<file path="src/rtl/hazard_pkg.sv">
package hazard_pkg;
  typedef enum logic [2:0] {
    ST_GRASS = 3'd0,
    ST_ROAD  = 3'd1,
    ST_RIVER = 3'd2,
    ST_DEAD  = 3'd3,
    ST_WIN   = 3'd4
  } terrain_e;

  function automatic logic is_hold(terrain_e s);
    return (s == ST_DEAD) || (s == ST_WIN);
  endfunction
endpackage

</file>
<file path="src/rtl/hazard_next.sv">
module hazard_next
  import hazard_pkg::*;
#(
  parameter int LANE_W = 4
) (
  input  terrain_e          state_i,
  input  logic              tick_i,
  input  logic              hold_done_i,
  input  logic [LANE_W-1:0] lane_i,
  input  logic              bg_all_green_i,
  input  logic              bg_all_black_i,
  input  logic              bg_all_blue_i,
  input  logic              obj_any_nonblack_i,
  input  logic              obj_all_black_i,
  output terrain_e          state_o
);
  logic hit_road, sunk_river, at_goal;

  assign hit_road   = (state_i == ST_ROAD)  && obj_any_nonblack_i;
  assign sunk_river = (state_i == ST_RIVER) && obj_all_black_i;
  assign at_goal    = (lane_i == '0) && bg_all_green_i;

  always_comb begin
    state_o = state_i;
    if (is_hold(state_i)) begin
      // hold ignores frame inputs; only the timer ends it
      if (hold_done_i) state_o = ST_GRASS;
    end else if (tick_i) begin
      if (hit_road || sunk_river) state_o = ST_DEAD;
      else if (at_goal)           state_o = ST_WIN;
      else if (bg_all_green_i)    state_o = ST_GRASS;
      else if (bg_all_black_i)    state_o = ST_ROAD;
      else if (bg_all_blue_i)     state_o = ST_RIVER;
    end
  end
endmodule

</file>
<file path="src/rtl/hazard_hold_timer.sv">
module hazard_hold_timer #(
  parameter int HOLD_CYCLES = 75_000_000,
  localparam int CNT_W = $clog2(HOLD_CYCLES + 1)
) (
  input  logic clk_i,
  input  logic rst_ni,
  input  logic active_i,
  output logic running_o,
  output logic done_o
);
  localparam logic [CNT_W-1:0] LIMIT = CNT_W'(HOLD_CYCLES);

  logic [CNT_W-1:0] cnt_q;

  // clears whenever the hold state is left, so each entry starts at zero
  always_ff @(posedge clk_i or negedge rst_ni) begin
    if (!rst_ni)            cnt_q <= '0;
    else if (!active_i)     cnt_q <= '0;
    else if (cnt_q != LIMIT) cnt_q <= cnt_q + 1'b1;
  end

  assign running_o = active_i && (cnt_q != LIMIT);
  assign done_o    = active_i && (cnt_q == LIMIT);
endmodule

</file>
<file path="src/rtl/hazard_fsm.sv">
module hazard_fsm
  import hazard_pkg::*;
#(
  parameter int LANE_W      = 4,
  parameter int HOLD_CYCLES = 75_000_000
) (
  input  logic              clk_i,
  input  logic              rst_ni,
  input  logic              frame_tick_i,
  input  logic [LANE_W-1:0] lane_i,
  input  logic              bg_all_green_i,
  input  logic              bg_all_black_i,
  input  logic              bg_all_blue_i,
  input  logic              obj_any_nonblack_i,
  input  logic              obj_any_brown_i,
  input  logic              obj_all_black_i,
  output logic              dead_o,
  output logic              win_o,
  output logic              on_log_o,
  output logic              reset_req_o
);
  terrain_e state_q, state_d;
  logic     hold_run, hold_done;

  hazard_hold_timer #(.HOLD_CYCLES(HOLD_CYCLES)) u_timer (
    .clk_i    (clk_i),
    .rst_ni   (rst_ni),
    .active_i (is_hold(state_q)),
    .running_o(hold_run),
    .done_o   (hold_done)
  );

  hazard_next #(.LANE_W(LANE_W)) u_next (
    .state_i           (state_q),
    .tick_i            (frame_tick_i),
    .hold_done_i       (hold_done),
    .lane_i            (lane_i),
    .bg_all_green_i    (bg_all_green_i),
    .bg_all_black_i    (bg_all_black_i),
    .bg_all_blue_i     (bg_all_blue_i),
    .obj_any_nonblack_i(obj_any_nonblack_i),
    .obj_all_black_i   (obj_all_black_i),
    .state_o           (state_d)
  );

  always_ff @(posedge clk_i or negedge rst_ni) begin
    if (!rst_ni) state_q <= ST_GRASS;
    else         state_q <= state_d;
  end

  assign dead_o      = (state_q == ST_DEAD) && hold_run;
  assign win_o       = (state_q == ST_WIN)  && hold_run;
  assign reset_req_o = hold_done;
  assign on_log_o    = (state_q == ST_RIVER) && obj_any_brown_i;
endmodule

</file>
<file path="config.mk">
export PLATFORM = sky130hd
export DESIGN_NAME = hazard_fsm
export DESIGN_NICKNAME = d
export VERILOG_FILES = /design/src/rtl/hazard_pkg.sv /design/src/rtl/hazard_next.sv /design/src/rtl/hazard_hold_timer.sv /design/src/rtl/hazard_fsm.sv
export SDC_FILE = /design/constraint.sdc
export NUM_CORES = 1
export LEC_CHECK = 0
export BUFFER_PORTS_ARGS = -buffer_cell sky130_fd_sc_hd__buf_2
export CORE_ASPECT_RATIO = 1.25
export CORE_MARGIN = 2
export CORE_UTILIZATION = 58
export DETAILED_ROUTE_END_ITERATION = 12
export PLACE_DENSITY = 0.79
export RECOVER_POWER = 50
export SYNTH_ARGS = -nofsm -noshare
export SYNTH_HDL_FRONTEND = slang
export SYNTH_SLANG_ARGS = --single-unit
</file>
<file path="constraint.sdc">
create_clock -name clk_i -period 2.3 [get_ports clk_i]
set_clock_uncertainty 0.05 [all_clocks]
set_input_delay 0 -clock clk_i [delete_from_list [all_inputs] [get_ports clk_i]]
set_output_delay 0 -clock clk_i [all_outputs]
set_load 0.02 [all_outputs]
</file>
==> results of run 1 <==
routing by layer:
layer / part of all wire / global-route usage / vias to the layer above
li1: - / - / 664
met1: 0.44 / 0.290 / 638
met2: 0.50 / 0.404 / 22
met3: 0.036 / 0.0664 / 8
met4: 0.026 / 0.115 / 0
met5: 0 / 0 / -
repair_timing:
| action | in CTS | in global routing |
|---|---|---|
| resized for setup | 0 | 1 |
| hold buffers | 8 | 0 |
| setup endpoints to repair | 0 | 1 |
| endpoints found under the hold margin | 33 | 0 |
layout make-up:
cell class | instances | area (sq um) | area share
tap | 34 | 42.5 | 0.0222
timing repair buffer | 27 | 178 | 0.0927
multi-input combinational | 134 | 866 | 0.452
inverter | 5 | 18.8 | 0.00980
clock buffer | 7 | 55.1 | 0.0287
sequential | 30 | 751 | 0.392
clock inverter | 1 | 5.00 | 0.00261
final timing paths:
check,startpoint,end,slack [ps],depth (start not counted)
min,bg_all_black_i,state_q[1]$_DFFE_PN0P_,90,5
min in group asynchronous,rst_ni,u_timer.cnt_q[4]$_DFFE_PN0N_,540,2
max reg2reg,u_timer.cnt_q[5]$_DFFE_PN0N_,u_timer.cnt_q[1]$_DFFE_PN0N_,320,5
max in group asynchronous,rst_ni,u_timer.cnt_q[20]$_DFFE_PN0N_,740,2
min reg2reg,u_timer.cnt_q[22]$_DFFE_PN0N_,u_timer.cnt_q[22]$_DFFE_PN0N_,520,2
max,u_timer.cnt_q[5]$_DFFE_PN0N_,reset_req_o,120,4
kinds of logic after synthesis:
family	Yosys count	synth area share
xor+xnor	23	0.122
flops	30	0.456
compound gates	13	0.0486
simple gates	95	0.328
mux	1	0.00607
buf+inv	8	0.0243
fa+ha+maj	2	0.0152
power by group through the flow:
stage                     clock [mW]  sequential, mW  combinational (mW)
after floorplan                    0           0.612               0.275
after detailed placement           0           0.629               0.344
after global placement             0           0.621               0.338
after global routing           0.359           0.629               0.391
final                          0.324           0.619               0.349
after CTS                      0.340           0.618               0.355
registers in the layout, summed over array words and instances (netlist names):
register and cells:
u_timer.cnt_q 27, state_q 3
Yosys cell counts, drive strengths merged (3+ instances only):
library cell  instances  area share
a21oi                 6       0.018
and3                  4       0.016
clkbuf                3       0.013
dfrtp                30        0.46
inv                   5       0.011
nand2                 8       0.018
nand3                 9       0.027
nand3b                3       0.014
nand4                 9       0.043
nor2                 35       0.080
nor3                  6       0.025
nor4                  7       0.039
o21ai                 3      0.0091
or3                   4       0.016
xnor2                12       0.064
xor2                 11       0.058
per-stage QoR:
stage	util	cells	hold slack [ps]	worst slack [ps]	power [mW]
final	0.715	238	86.1	122	1.29
after global routing	0.715	238	115	12.5	1.38
after floorplan	-	172	-346	269	0.887
after global placement	0.661	222	7.78	403	0.959
after detailed placement	0.661	222	20.4	349	0.972
after CTS	0.713	238	69.2	9.79	1.31
worst max-delay path: stages (launching register included):
cell	delay, ps
dfrtp_1	440
nor4bb_1	390
nand4_1	300
nor4_4	430
buf_2	240
==> summary.txt, run 1 <==
Synth
  – Syn Area/Cell: 9.58 sq um
  – Unique cell type count in the Yosys netlist: 36
  – Post-synth EDFFs: 0
  – Seq/Total Area, Yosys: 0.456
  – Syn_nets: 187
  – Gate Count Post-Synth: 172
  – Share of flip-flops with an asynchronous set or reset: 1.00
  – Synth Flop Type: dfrtp_1
  – Seq cells post-synth: 30
  – Synth Warn #: 0
  – Syn Std Cell Area: 1650 sq um

CTS
  – Max Root-Sink Buffers: 2
  – Worst skew pair latency: 330 ps
  – CTS tree: yes
  – CTS sink cnt: 30
  – Root Driver: clkbuf_4
  – CTS clock-pin slew for the worst setup and hold paths: 90 ps
  – Htree depth: 2
  – CTS Buf Count: 5
  – Post-CTS setup repair buffer count: 0

GRT
  – Initial antenna violation count: 0
  – First-pass GRT wire length: 6040 um
  – Vias in the first global route: 1,401
  – Largest net degree at the start of global routing: 31
  – Aggregate global routing overflow: 0
  – Gr usage total: 0.245

Hold path
  – Hold Crit Class: in2reg

STA
  – Final period util: 0.947
  – Final Hold Fails: 0
  – Final number of max-transition violations: 31
  – Post-route setup TNS: 0 ps
  – Slew HR: -0.0547
  – Unrepaired setup endpoints after global routing: false
  – Tightest Pin Transition: 1580 ps
  – Peak Freq: 459 MHz
  – Final min period: 2180 ps
  – Setup Viol. Count Final: 0

Placed design
  – Buffers on Ports: 16
  – Placed Instance Area: 1770 sq um
  – Post-DP HPWL: 2320 um
  – Placer Congestion: 0.786

Pwr
  – Switching portion of total power: 0.354
  – Max IR drop VDD: 478 uV
  – Sequential Power Share: 0.479
  – Power Density: 674 nW/um^2
  – Pleak: 0.806 nW
  – P_sw: 0.458 mW
  – Logic gate share of total power: 0.270
  – Internal: 0.834 mW
  – Clk pwr share: 0.251

Routing
  – Wire length per cell: 13.7 um
  – DRC viols: 0
  – First-pass detailed-route iteration total: 4
  – ANT nets after route: 0
  – Final wirelength: 3260 um
  – Detailed Route Iter0 Violations: 28
  – DR vias/cell: 5.60
  – Routed vias: 1,332

Critical path
  – Startpoint types: flip-flop
  – Worst Path Class, Setup: reg2out
  – Worst EP required: 2250 ps
  – CP max FO: 6
  – Worst setup EP type: primary output
  – Critical path arrival: 2130 ps

Final layout
  – Final net count: 218
  – Commonest cells after routing, fill and taps aside: nor2_1, dfrtp_1, buf_2
  – ANT cells: 0
  – Ratio of cells with drive above 1 in the final layout: 0.162
  – Commonest non-fill, non-tap cell in the layout: nor2_1
  – Fill cells: 211
  – Layout area overhead: 16.2%
  – Final instance area: 1920 sq um

Die
  – # IOs: 17
  – Starting Density: 0.615
  – Core ar.: 2680 sq um
  – Row count: 21
  – Die H: 63.6 um
  – Die area: 3290 sq um
  – Die width: 51.7 um

Run status
  – Failing checks: capacitance limit, slew limit
  – Status: finished, violations left

Run
  – Max_cap viols: 1
Note: power is estimated with default switching activity, not from simulation.
==> run 2: changes to the inputs <==
--- a/config.mk
+++ b/config.mk
@@ -12,6 +12,7 @@
 export DETAILED_ROUTE_END_ITERATION = 12
 export PLACE_DENSITY = 0.79
 export RECOVER_POWER = 50
+export REMOVE_ABC_BUFFERS = 1
 export SYNTH_ARGS = -nofsm -noshare
 export SYNTH_HDL_FRONTEND = slang
 export SYNTH_SLANG_ARGS = --single-unit
==> run 2 against run 1 <==
The run still ends with capacitance limit, slew limit left. Count of clock-buffer cells in the layout did not move. Via count up 2.9%. Final cell count down 0.84%. Worst hold slack lost 30 ps. Non-clock buffer count fell by 1. Core utilization fell by 0.89 points. First-iteration DRC count up 32%. Flip-flop and latch count is the same.
==> summary.txt, run 2 (synthesis results as in run 1) <==
Placed design
  – Placer Congestion: 0.818
  – Post-DP HPWL: 2420 um
  – Buffers on Ports: 16
  – Pre-CTS setup slack: 288 ps
  – Placed cells: 221

Routing
  – Routed vias: 1,370
  – Detailed Route Iter0 Violations: 37
  – DRC viols: 0
  – ANT nets after route: 0
  – Wire length per cell: 15.1 um
  – Final wirelength: 3570 um
  – DR vias/cell: 5.81
  – First-pass detailed-route iteration total: 4

CTS
  – Worst skew pair latency: 340 ps
  – Htree depth: 2
  – Max Root-Sink Buffers: 2
  – CTS sink cnt: 30
  – CTS tree: yes
  – CTS clock-pin slew for the worst setup and hold paths: 90 ps
  – CTS Buf Count: 5
  – Root Driver: clkbuf_4

Final layout
  – Largest registers: u_timer.cnt_q x27, state_q x3
  – Post-route insts no fill: 236
  – Commonest non-fill, non-tap cell in the layout: nor2_1
  – Max reg flops: 27
  – Final net count: 217
  – Top reg by flops: u_timer.cnt_q
  – Ratio of cells with drive above 1 in the final layout: 0.158
  – Fill cells: 210
  – Layout area overhead: 14.8%
  – ANT cells: 0
  – Commonest cells after routing, fill and taps aside: nor2_1, dfrtp_1, buf_2

Die
  – Die area: 3290 sq um
  – # IOs: 17
  – Starting Density: 0.615
  – Die width: 51.7 um
  – Core ar.: 2680 sq um
  – Die H: 63.6 um
  – Row count: 21

GRT
  – Vias in the first global route: 1,345
  – Largest net degree at the start of global routing: 31
  – Initial antenna violation count: 0
  – Gr usage total: 0.251
  – Aggregate global routing overflow: 0
  – First-pass GRT wire length: 6040 um

STA
  – Final period util: 0.971
  – Peak Freq: 448 MHz
  – Worst setup margin: 66.7 ps
  – Setup Viol. Count Final: 0
  – Post-route setup TNS: 0 ps
  – Final number of max-transition violations: 31
  – Slew HR: -0.0682
  – Final min period: 2230 ps
  – Final Hold Fails: 0
  – Tightest Pin Transition: 1600 ps
  – Unrepaired setup endpoints after global routing: false

Critical path
  – Critical-path cell list: nor4_1 > nand4_1 > nor4_4 > buf_2
  – Worst path depth: 4
  – Critical path's slowest cell: nor4_1
  – Worst setup EP type: primary output
  – Crit path from: u_timer.cnt_q[17]$_DFFE_PN0N_
  – Reg2reg setup slack: 220 ps
  – Reg2reg path depth: 6
  – Slowest cell delay on critical path: 440 ps
  – Crit Reg-Reg Endpoint: u_timer.cnt_q[1]$_DFFE_PN0N_
  – Startpoint types: flip-flop
  – Worst Path Class, Setup: reg2out
  – CP max FO: 4
  – CP Capture Point: reset_req_o
  – R2r startpoint: u_timer.cnt_q[17]$_DFFE_PN0N_
  – Worst EP required: 2250 ps
  – Buf/Inv on CP: 1
  – Critical path arrival: 2180 ps
  – Crit path max-delay family: simple AND/OR/NAND/NOR gates

Pwr
  – Switching portion of total power: 0.365
  – P_sw: 0.468 mW
  – Pleak: 0.793 nW
  – Power Density: 678 nW/um^2
  – Sequential Power Share: 0.485
  – Max IR drop VDD: 432 uV
  – Internal: 0.814 mW
  – Logic gate share of total power: 0.292
  – Clk pwr share: 0.224

Run status
  – Status: finished, violations left
  – Failing checks: capacitance limit, slew limit

Run
  – Max_cap viols: 1

Hold path
  – Hold Crit Class: in2reg
run 2: cell type report:
type,count,area (sq um),area share
tap,34,42.5,0.0225
multi-input combinational,134,867,0.458
sequential,30,751,0.397
inverter,5,18.8,0.00992
timing repair buffer,26,168,0.0886
clock buffer,7,45.0,0.0238
run 2: metal layers:
layer	up-vias	global-route usage	wire, um
met2	25	0.402	1880
met4	0	0.115	66
met1	672	0.306	1480
li1	666	-	-
met3	7	0.0758	142
met5	-	0	0
run 2: power groups by stage:
stage               clock [mW]  sequential [mW]  combinational, mW
global route             0.324            0.627              0.415
detailed placement           0            0.628              0.352
global placement             0            0.624              0.338
CTS                      0.302            0.617              0.365
floorplan                    0            0.612              0.235
finish                   0.287            0.622              0.374
run 2: what timing repair did:
item,in CTS,in global routing
resized for setup,1,1
buffers inserted,0,2
endpoints found under the hold margin,33,0
pin swaps,0,1
hold buffers,6,0
setup endpoints to repair,1,3
run 2: how the worst min path moves through the flow:
stage                          startpoint                endpoint  slack [ps]  depth (start not counted)
final                       bg_all_blue_i  state_q[2]$_DFFE_PN0P_          60                          4
after global routing      obj_all_black_i  state_q[1]$_DFFE_PN0P_         100                          5
after detailed placement           rst_ni  state_q[0]$_DFFE_PN0P_          10                          1
after floorplan                    rst_ni  state_q[0]$_DFFE_PN0P_        -350                          0
after global placement             rst_ni  state_q[0]$_DFFE_PN0P_           6                          1
after CTS                   bg_all_blue_i  state_q[2]$_DFFE_PN0P_          10                          4
run 2: metrics by stage:
| stage | hold slack (ps) | instance area [sq um] | total power [mW] | util |
|---|---|---|---|---|
| after floorplan | -346 | 1630 | 0.846 | - |
| after detailed placement | 14.3 | 1760 | 0.980 | 0.658 |
| final | 56.0 | 1890 | 1.28 | 0.706 |
| after global placement | 5.61 | 1760 | 0.962 | 0.658 |
| after CTS | 10.4 | 1880 | 1.28 | 0.701 |
| after global routing | 105 | 1890 | 1.37 | 0.706 |
run 2: worst min-delay path, delay by kind of cell:
kind / cells / cell delay [ps]
compound gates: 2 / 260
buf+inv: 1 / 100
simple gates: 1 / 50
==> run 3: changes to the inputs <==
--- a/config.mk
+++ b/config.mk
@@ -7,7 +7,7 @@
 export LEC_CHECK = 0
 export BUFFER_PORTS_ARGS = -buffer_cell sky130_fd_sc_hd__buf_2
 export CORE_ASPECT_RATIO = 1.25
-export CORE_MARGIN = 2
+export CORE_MARGIN = 5
 export CORE_UTILIZATION = 58
 export DETAILED_ROUTE_END_ITERATION = 12
 export PLACE_DENSITY = 0.79
==> run 3 against run 2 <==
The flow still finishes with violations (capacitance limit, slew limit). Setup slack gained 70 ps. Clock power shrank 3%. Non-clock buffer count shrank 2. Sequential power shrank 0.8%. Total power shrank 2.5%. Wire length shrank 5.2%. Count of clock-buffer cells in the layout is the same. Maximum frequency grew 3.3%. Critical path depth is the same. Sequential share of layout area grew 0.34 points.
==> summary.txt, run 3 (synthesis results as in run 1) <==
Final layout
  – Multi-input gate area: 866 sq um
  – Post-route insts no fill: 234
  – Fill cells: 221
  – ANT cells: 0
  – Fin util: 0.693
  – Largest registers: u_timer.cnt_q x27, state_q x3
  – Max reg flops: 27
  – Top reg by flops: u_timer.cnt_q
  – Layout area overhead: 13.8%
  – Final instance area: 1880 sq um
  – FF+latch area: 751 sq um
  – Final net count: 215
  – Commonest non-fill, non-tap cell in the layout: nor2_1
  – Ratio of cells with drive above 1 in the final layout: 0.150
  – Commonest cells after routing, fill and taps aside: nor2_1, dfrtp_1, buf_2

Routing
  – DR vias/cell: 5.84
  – Detailed Route Iter0 Violations: 84
  – ANT nets after route: 0
  – Final wirelength: 3390 um
  – DRC viols: 0
  – First-pass detailed-route iteration total: 4
  – Wire length per cell: 14.5 um
  – Routed vias: 1,366

Run status
  – Failing checks: capacitance limit, slew limit
  – Status: finished, violations left

Die
  – Die area: 4010 sq um
  – Die H: 69.6 um
  – # IOs: 17
  – Core ar.: 2710 sq um
  – Starting Density: 0.609
  – Die width: 57.7 um
  – Row count: 21

CTS
  – Htree depth: 2
  – Worst skew pair latency: 320 ps
  – CTS clock-pin slew for the worst setup and hold paths: 80 ps
  – Root Driver: clkbuf_4
  – Max Root-Sink Buffers: 2
  – CTS sink cnt: 30
  – CTS Buf Count: 5
  – CTS tree: yes
  – Post-CTS setup repair buffer count: 0

Critical path
  – Critical path arrival: 2110 ps
  – Worst EP required: 2250 ps
  – Worst setup EP type: primary output
  – Slowest cell delay on critical path: 460 ps
  – Startpoint types: flip-flop
  – Critical-path cell list: or3b_1 > and2_2 > nor4_4 > buf_2
  – Crit path max-delay family: simple AND/OR/NAND/NOR gates
  – Critical path's slowest cell: or3b_1
  – CP max FO: 12
  – R2r startpoint: u_timer.cnt_q[9]$_DFFE_PN0N_
  – Worst Path Class, Setup: reg2out
  – Crit path from: state_q[0]$_DFFE_PN0P_
  – Reg2reg setup slack: 360 ps
  – Buf/Inv on CP: 1

Placed design
  – Pre-CTS setup slack: 382 ps
  – Placer Congestion: 0.909
  – Buffers on Ports: 16
  – Post-DP HPWL: 2460 um
  – Placed cells: 221
  – Placed Instance Area: 1760 sq um

Pwr
  – Pleak: 0.780 nW
  – Power Density: 667 nW/um^2
  – Max IR drop VDD: 482 uV

STA
  – Setup Viol. Count Final: 0
  – Final period util: 0.940
  – Worst setup margin: 137 ps
  – Final min period: 2160 ps
  – Peak Freq: 462 MHz
  – Tightest Pin Transition: 1610 ps
  – Slew HR: -0.0758
  – Post-route setup TNS: 0 ps
  – Final Hold Fails: 0
  – Unrepaired setup endpoints after global routing: false
  – Final number of max-transition violations: 31

GRT
  – Gr usage total: 0.182
  – Initial antenna violation count: 0
  – First-pass GRT wire length: 5720 um
  – Largest net degree at the start of global routing: 31
  – Aggregate global routing overflow: 0
  – Vias in the first global route: 1,309

Hold path
  – Hold Crit Class: in2reg
  – Hold_sp: bg_all_black_i

Run
  – Max_cap viols: 1
run 3: changes by cell type in the layout (fill, tap and decap cells not counted):
cell | previous run | this run
buf_4 | 4 | 2
and2_2 | 0 | 1
and2_4 | 1 | 0
run 3: stage by stage:
step,hold slack (ps),power (mW)
after floorplan,-346,0.846
after global placement,12.6,0.959
after detailed placement,15.7,0.970
after CTS,40.3,1.25
after global routing,79.8,1.33
final,56.3,1.25
run 3: layout make-up:
class                   instances  area share
well taps                      34      0.0227
multi-input cells             134       0.462
clock buffers                   7      0.0240
inverters                       5      0.0100
repair buffers                 24      0.0814
flip-flops and latches         30       0.400
run 3: timing repair:
| item | 4_1_cts | 5_1_grt |
|---|---|---|
| hold buffers | 6 | 0 |
| gates resized for setup | 0 | 1 |
| hold endpoints to repair | 33 | 0 |
| endpoints found under the setup margin | 0 | 1 |
run 3: where the power goes:
group,switching (mW),internal (mW)
combinational,0.228,0.128
clock,0.162,0.115
sequential,0.0534,0.563
run 3: worst paths after layout:
kind | to | cells past startpoint
min in group asynchronous | u_timer.cnt_q[19]$_DFFE_PN0N_ | 2
max | reset_req_o | 4
min | state_q[2]$_DFFE_PN0P_ | 4
max in group asynchronous | u_timer.cnt_q[18]$_DFFE_PN0N_ | 2
max reg2reg | u_timer.cnt_q[1]$_DFFE_PN0N_ | 5
min reg2reg | u_timer.cnt_q[26]$_DFFE_PN0N_ | 2
run 3: tightest hold or removal path: stages:
cell	delay (ps)
buf_2	100
nor3_1	50
o21ai_0	150
o32ai_1	80
run 3: routing by layer:
| metal | GRT usage | part of all wire |
|---|---|---|
| met1 | 0.223 | 0.44 |
| met5 | 0 | 0 |
| met2 | 0.298 | 0.49 |
| met3 | 0.0428 | 0.052 |
| met4 | 0.0825 | 0.017 |
